## src/rtl/mc4_pkg.sv

```systemverilog
package mc4_pkg;
  localparam int NSW  = 10;
  localparam int NCAR = 3;

  typedef enum logic [1:0] {
    LVL_NN = 2'b00,
    LVL_N  = 2'b01,
    LVL_P  = 2'b10,
    LVL_PP = 2'b11
  } lvl_t;

  // outer bridge bits 3:0, inner bridge bits 7:4, middle-bus pair bits 9:8
  function automatic logic [NSW-1:0] sw_map(input lvl_t l);
    logic [NSW-1:0] r;
    case (l)
      LVL_PP:  r = 10'h009;
      LVL_P:   r = 10'h390;
      LVL_N:   r = 10'h360;
      default: r = 10'h006;
    endcase
    return r;
  endfunction
endpackage

```

## src/rtl/mc4_carrier.sv

```systemverilog
module mc4_carrier #(
  parameter int PER_W  = 12,
  parameter int DATA_W = 16
) (
  input  logic                     clk_i,
  input  logic                     rst_i,
  input  logic                     en_i,
  input  logic [PER_W-1:0]         period_i,
  input  logic signed [DATA_W-1:0] sample_i,
  output logic [PER_W-1:0]         cnt_o,
  output logic [PER_W-1:0]         per_o,
  output logic signed [DATA_W-1:0] samp_o
);
  localparam logic [PER_W-1:0] ONE = PER_W'(1);

  logic [PER_W-1:0]         cnt_q, per_q;
  logic                     up_q;
  logic signed [DATA_W-1:0] samp_q;

  always_ff @(posedge clk_i) begin
    if (rst_i) begin
      cnt_q  <= '0;
      up_q   <= 1'b1;
      per_q  <= ONE;
      samp_q <= '0;
    end else begin
      // period is taken only at the valley so a ramp never changes length
      if (cnt_q == '0)
        per_q <= (period_i == '0) ? ONE : period_i;
      // sample is taken only at the extremes of the triangle
      if (cnt_q == '0 || cnt_q == per_q)
        samp_q <= sample_i;
      if (!en_i) begin
        cnt_q <= '0;
        up_q  <= 1'b1;
      end else if (up_q) begin
        if (cnt_q >= per_q) begin
          up_q  <= 1'b0;
          cnt_q <= cnt_q - ONE;
        end else begin
          cnt_q <= cnt_q + ONE;
        end
      end else if (cnt_q == '0) begin
        up_q  <= 1'b1;
        cnt_q <= ONE;
      end else begin
        cnt_q <= cnt_q - ONE;
      end
    end
  end

  assign cnt_o  = cnt_q;
  assign per_o  = per_q;
  assign samp_o = samp_q;
endmodule

```

## src/rtl/mc4_slicer.sv

```systemverilog
module mc4_slicer #(
  parameter int PER_W  = 12,
  parameter int DATA_W = 16
) (
  input  logic                     clk_i,
  input  logic                     rst_i,
  input  logic                     en_i,
  input  logic [PER_W-1:0]         cnt_i,
  input  logic [PER_W-1:0]         per_i,
  input  logic signed [DATA_W-1:0] samp_i,
  output logic [1:0]               lvl_o
);
  import mc4_pkg::*;

  localparam int CW = ((DATA_W > PER_W) ? DATA_W : PER_W) + 4;

  logic signed [CW-1:0] m2, c2, ps;
  logic [NCAR-1:0]      above;
  logic [1:0]           lvl_q;

  assign m2 = $signed({{(CW-DATA_W){samp_i[DATA_W-1]}}, samp_i}) <<< 1;
  assign c2 = $signed({{(CW-PER_W){1'b0}}, cnt_i}) <<< 1;
  assign ps = $signed({{(CW-PER_W){1'b0}}, per_i});

  // carrier k sits at offset (2k-3)*P in doubled units: lower, middle, upper
  for (genvar k = 0; k < NCAR; k++) begin : g_car
    localparam logic signed [CW-1:0] OFS = CW'(2 * k - 3);
    logic signed [CW-1:0] thr;
    assign thr      = c2 + OFS * ps;
    assign above[k] = (m2 > thr);
  end

  always_ff @(posedge clk_i) begin
    if (rst_i || !en_i) lvl_q <= 2'b00;
    else                lvl_q <= 2'($countones(above));
  end

  assign lvl_o = lvl_q;
endmodule

```

## src/rtl/mc4_deadtime.sv

```systemverilog
module mc4_deadtime #(
  parameter int DT_W = 8
) (
  input  logic                     clk_i,
  input  logic                     rst_i,
  input  logic                     en_i,
  input  logic [1:0]               lvl_i,
  input  logic [DT_W-1:0]          dead_i,
  output logic [mc4_pkg::NSW-1:0]  sw_o
);
  import mc4_pkg::*;

  localparam logic [DT_W-1:0] ONE = DT_W'(1);

  logic [NSW-1:0]  sw_q;
  logic [1:0]      app_q;
  logic [DT_W-1:0] wait_q;
  logic            armed_q;
  logic            changed;

  assign changed = !armed_q || (lvl_i != app_q);

  always_ff @(posedge clk_i) begin
    if (rst_i || !en_i) begin
      sw_q    <= '0;
      app_q   <= 2'b00;
      wait_q  <= '0;
      armed_q <= 1'b0;
    end else if (changed) begin
      // break first: keep only gates shared with the new pattern
      armed_q <= 1'b1;
      app_q   <= lvl_i;
      wait_q  <= (dead_i == '0) ? ONE : dead_i;
      sw_q    <= sw_q & sw_map(lvl_t'(lvl_i));
    end else if (wait_q != '0) begin
      wait_q <= wait_q - ONE;
      if (wait_q == ONE) sw_q <= sw_map(lvl_t'(app_q));
    end
  end

  assign sw_o = sw_q;
endmodule

```

## src/rtl/mc4_pwm_gate.sv

```systemverilog
module mc4_pwm_gate #(
  parameter int DATA_W = 16,
  parameter int PER_W  = 12,
  parameter int DT_W   = 8
) (
  input  logic                     clk_i,
  input  logic                     rst_i,
  input  logic                     en_i,
  input  logic signed [DATA_W-1:0] sample_i,
  input  logic [PER_W-1:0]         period_i,
  input  logic [DT_W-1:0]          dead_i,
  output logic [mc4_pkg::NSW-1:0]  sw_o,
  output logic [1:0]               lvl_o
);
  logic [PER_W-1:0]         cnt, per;
  logic signed [DATA_W-1:0] samp;
  logic [1:0]               lvl;

  mc4_carrier #(.PER_W(PER_W), .DATA_W(DATA_W)) u_car (
    .clk_i(clk_i), .rst_i(rst_i), .en_i(en_i),
    .period_i(period_i), .sample_i(sample_i),
    .cnt_o(cnt), .per_o(per), .samp_o(samp)
  );

  mc4_slicer #(.PER_W(PER_W), .DATA_W(DATA_W)) u_slc (
    .clk_i(clk_i), .rst_i(rst_i), .en_i(en_i),
    .cnt_i(cnt), .per_i(per), .samp_i(samp), .lvl_o(lvl)
  );

  mc4_deadtime #(.DT_W(DT_W)) u_dt (
    .clk_i(clk_i), .rst_i(rst_i), .en_i(en_i),
    .lvl_i(lvl), .dead_i(dead_i), .sw_o(sw_o)
  );

  assign lvl_o = lvl;
endmodule

```

## config.mk

```make
export PLATFORM = sky130hd
export DESIGN_NAME = mc4_pwm_gate
export DESIGN_NICKNAME = d
export VERILOG_FILES = /design/src/rtl/mc4_pkg.sv /design/src/rtl/mc4_carrier.sv /design/src/rtl/mc4_slicer.sv /design/src/rtl/mc4_deadtime.sv /design/src/rtl/mc4_pwm_gate.sv
export SDC_FILE = /design/constraint.sdc
export NUM_CORES = 1
export LEC_CHECK = 0
export ABC_AREA = 1
export CORE_UTILIZATION = 62
export CTS_CLUSTER_SIZE = 8
export DETAILED_ROUTE_END_ITERATION = 16
export HOLD_SLACK_MARGIN = 0.12
export PLACE_DENSITY = 0.89
export SLEW_MARGIN = 5
export SYNTH_ARGS = -nofsm -noshare
export SYNTH_HDL_FRONTEND = slang
export SYNTH_SLANG_ARGS = --single-unit
```

## constraint.sdc

```tcl
create_clock -name clk_i -period 11.1 [get_ports clk_i]
set_input_delay 2.22 -clock clk_i [delete_from_list [all_inputs] [get_ports clk_i]]
set_output_delay 2.22 -clock clk_i [all_outputs]
set_load 0.1 [all_outputs]
```

==> results.yml <==
die:
  floorplan.core_area_mm2: 0.0109
  boundaryPins: 51
  die-area_mm2: 0.0117
  fp.dieW_um: 108
  die_h_um: 108
  fp-row-count: 38
  start_util_pct: 64.1
setup_path:
  timing.critical_path.required_ps: 11370
  start_kind: "flop"
  cp_num_cells: 32
  worst-path-buf-inv: 3
  worst_path_max_delay_cell: "sky130_fd_sc_hd__fa_1"
  critPathKind: "reg2reg"
  critPathMostFrequentCell: "sky130_fd_sc_hd__nand2_1"
  endpoint_kind: "flop"
  slowest_delay_ps: 530
  critical_path.top_delay_family: "adder cells"
  reg2reg_setup_slack_ps: 5630
  timing.critical_path.arrival_ps: 5740
  path_max_fanout: 5
  worstRegToRegCells: 32
grt:
  initial_antenna_violation_count: 0
  gr-usage-met2_pct: 52.6
  gr-usage-met1_pct: 41.7
  grt_max_degree: 27
  number_of_global_route_vias_before_repair: 6452
  globalRoute.totalOverflow: 0
  grt_pass1_wl_mm: 29.6
  globalRouteMet3Util_pct: 5.49
  grt_most_used_layer: "met2"
  grtUsageTotal_pct: 32.2
synth:
  post_synth_num_cell_types: 47
  count_of_flip_flops_with_a_built_in_enable_after_synthesis: 0
  syn_avg_cell_area_um2: 6.91
  synth_top_area_share_pct: 24.6
  synth.top_cells.by_area: "sky130_fd_sc_hd__ha_1 25%, sky130_fd_sc_hd__dfxtp_1 18%, sky130_fd_sc_hd__nand2_1 11%"
  synth-warning-count: 0
  yosys.area.top_type: "sky130_fd_sc_hd__ha_1"
  netlist_area_mm2: 0.00701
  async_reset_ff_share_pct: 0
  ys_flop_type: "sky130_fd_sc_hd__dfxtp_1"
  netlist_instances: 1014
  syn-num-nets: 1196
  number_of_synthesized_register_bits: 64
  sequential_element_share_of_the_synthesized_area_pct: 18.3
timing:
  grt_setup_unrepaired: "no"
  finalSetupViolCount: 0
  skew_ps: 5.64
  max-slew-margin-rel_pct: 34.9
  timing.final.crit_share_pct: 49.3
  report.final.slew_viol_count: 0
  final.setup.tns_ps: 0
  timing_worst_slew_pin_value_ps: 974
  finalHoldViolations: 0
  max_freq_ghz: 0.183
  finalCriticalPeriod_ps: 5470
clock_network:
  clock_sinks: 64
  clk_path_buf_depth: 2
  clock_tree.htree_level_count: 3
  postCtsSetupBuffers: 0
  cts_resized: 0
  cts.hold.buffers_added: 0
  cts_tree: "done"
  numCtsBuffers: 9
  clock_tree.root_cell: "sky130_fd_sc_hd__clkbuf_16"
  clkLatencyLatePin_ps: 340
  cts.reportedPaths.clkPinSlew_ps: 50
routing:
  remaining_antenna_violation_count: 0
  drt_iter0_markers: 614
  detailroute.via_count: 6842
  routed_via_density: 5.69
  drc_errors: 0
  routed_wire_length_per_instance_um: 14.8
  dr.pass1.iters: 5
  drt-total-wl_mm: 17.8
status:
  outcome: "completed"
worst_hold_path:
  whs_path_depth: 2
  worstHoldPathType: "reg2reg"
finish:
  area_delta_synth_final_pct: 13.3
  drive_gt1_share_pct: 3.57
  insertedDiodeCount: 0
  num-nets-final: 1240
  n_fill_cell: 939
placement:
  gpl.final_weighted_congestion: 0.976
  place.port_buffers: 50
  dpl.hpwl_mm: 14.0
flow_run:
  maxCapViolCount: 0
## synth_stat cells, types with 3 or more instances
library cell                 n
sky130_fd_sc_hd__buf_4       3
sky130_fd_sc_hd__a21oi_1    98
sky130_fd_sc_hd__xor2_1     40
sky130_fd_sc_hd__a211oi_1    8
sky130_fd_sc_hd__buf_2       9
sky130_fd_sc_hd__a21boi_0    3
sky130_fd_sc_hd__or2_2       6
sky130_fd_sc_hd__nand2_2     3
sky130_fd_sc_hd__nand3_1    47
sky130_fd_sc_hd__o21a_1      3
sky130_fd_sc_hd__nor2_1    113
sky130_fd_sc_hd__o21ai_1     5
sky130_fd_sc_hd__nand4_1    13
sky130_fd_sc_hd__xnor2_1    14
sky130_fd_sc_hd__inv_1     109
sky130_fd_sc_hd__ha_1      138
sky130_fd_sc_hd__clkbuf_1    5
sky130_fd_sc_hd__a21o_1      4
sky130_fd_sc_hd__nor3_1     13
sky130_fd_sc_hd__nand3b_1    3
sky130_fd_sc_hd__nor4_1      3
sky130_fd_sc_hd__o21bai_1    6
sky130_fd_sc_hd__o21ai_0    57
sky130_fd_sc_hd__fa_1        5
sky130_fd_sc_hd__dfxtp_1    64
sky130_fd_sc_hd__nand2_1   214
sky130_fd_sc_hd__o211ai_1    3
## state kept, by name, indices dropped and copies added, names as in the netlist
name / cells
u_car.up_q: 1
u_dt.wait_q: 8
u_car.per_o: 12
u_dt.app_q: 2
u_car.cnt_o: 12
u_car.samp_o: 16
u_slc.lvl_o: 2
u_dt.sw_o: 10
u_dt.armed_q: 1
## cells by family (layout without fill, tap and decap cells)
family          after synthesis  after routing  synth area share (%)
simple gates                430            430                  26.5
flops                        64             64                  18.3
compound gates              194            194                  15.1
fa+ha+maj                   143            143                  26.1
xor+xnor                     54             54                  6.75
buf+inv                     129            178                  7.37
## final timing paths
kind,startpoint,endpoint
worst max-delay path,u_car.per_o[4],u_slc.lvl_o[0]
worst max register to register,u_car.per_o[4],u_slc.lvl_o[0]
worst min register to register,u_dt.sw_o[3],u_dt.sw_o[3]
worst min-delay path,u_dt.sw_o[3],u_dt.sw_o[3]
## layout make-up
cell class | count | area, um^2 | area share, %
clock buffer | 11 | 243 | 3.06
clock inverter | 5 | 104 | 1.31
inverter | 111 | 419 | 5.28
multi-input combinational | 821 | 5210 | 65.6
sequential | 64 | 1280 | 16.1
tap | 140 | 175 | 2.21
timing repair buffer | 51 | 508 | 6.40
## through the flow
step                worst slack (ps)  instance area, um^2  hold WS, ps  utilization (%)  std cells
floorplan                       6310                 7010          457                -       1014
global placement                5930                 7600          445             69.5       1187
detailed placement              5710                 7600          451             69.5       1187
CTS                             5690                 7940          460             72.6       1203
global route                    5110                 7940          488             72.6       1203
finish                          5630                 7940          461             72.6       1203
## worst min-delay path: cells and delay by family, from the launching register on
kind | cells | cell delay, ps
compound gates | 1 | 50
flops | 1 | 310
simple gates | 1 | 60
## layer usage
metal | vias up | share of wire [%]
li1 | 3483 | -
met1 | 3097 | 46
met2 | 219 | 45
met3 | 43 | 6.4
met4 | 0 | 3.2
met5 | - | 0
## cells in the final DEF, fill, tap and decap left out, types with 2 or more instances in the layout
cell type and count:
sky130_fd_sc_hd__nor4_1 3, sky130_fd_sc_hd__a22oi_1 2, sky130_fd_sc_hd__fa_1 5, sky130_fd_sc_hd__a21oi_1 98, sky130_fd_sc_hd__clkdlybuf4s50_1 50, sky130_fd_sc_hd__nand2_1 214
sky130_fd_sc_hd__a211oi_1 8, sky130_fd_sc_hd__dfxtp_1 64, sky130_fd_sc_hd__o21bai_1 6, sky130_fd_sc_hd__o21ai_0 57, sky130_fd_sc_hd__xnor2_1 14, sky130_fd_sc_hd__nor2_2 2
sky130_fd_sc_hd__nor2_1 113, sky130_fd_sc_hd__ha_1 138, sky130_fd_sc_hd__inv_1 109, sky130_fd_sc_hd__xor2_1 40, sky130_fd_sc_hd__nor3_1 13, sky130_fd_sc_hd__bufinv_16 3
sky130_fd_sc_hd__nand3b_1 3, sky130_fd_sc_hd__o211ai_1 3, sky130_fd_sc_hd__o21a_1 3, sky130_fd_sc_hd__nand2_2 3, sky130_fd_sc_hd__clkbuf_16 9, sky130_fd_sc_hd__nor2_4 2
sky130_fd_sc_hd__nand2_4 2, sky130_fd_sc_hd__nand3_1 47, sky130_fd_sc_hd__nand3_2 2, sky130_fd_sc_hd__o21ai_1 5, sky130_fd_sc_hd__a21o_1 4, sky130_fd_sc_hd__a21boi_0 3
sky130_fd_sc_hd__or2_2 6, sky130_fd_sc_hd__nand4_1 13
Power is not shown: default switching activity piles up to over one toggle a cycle in this logic, so the estimate is an artifact.
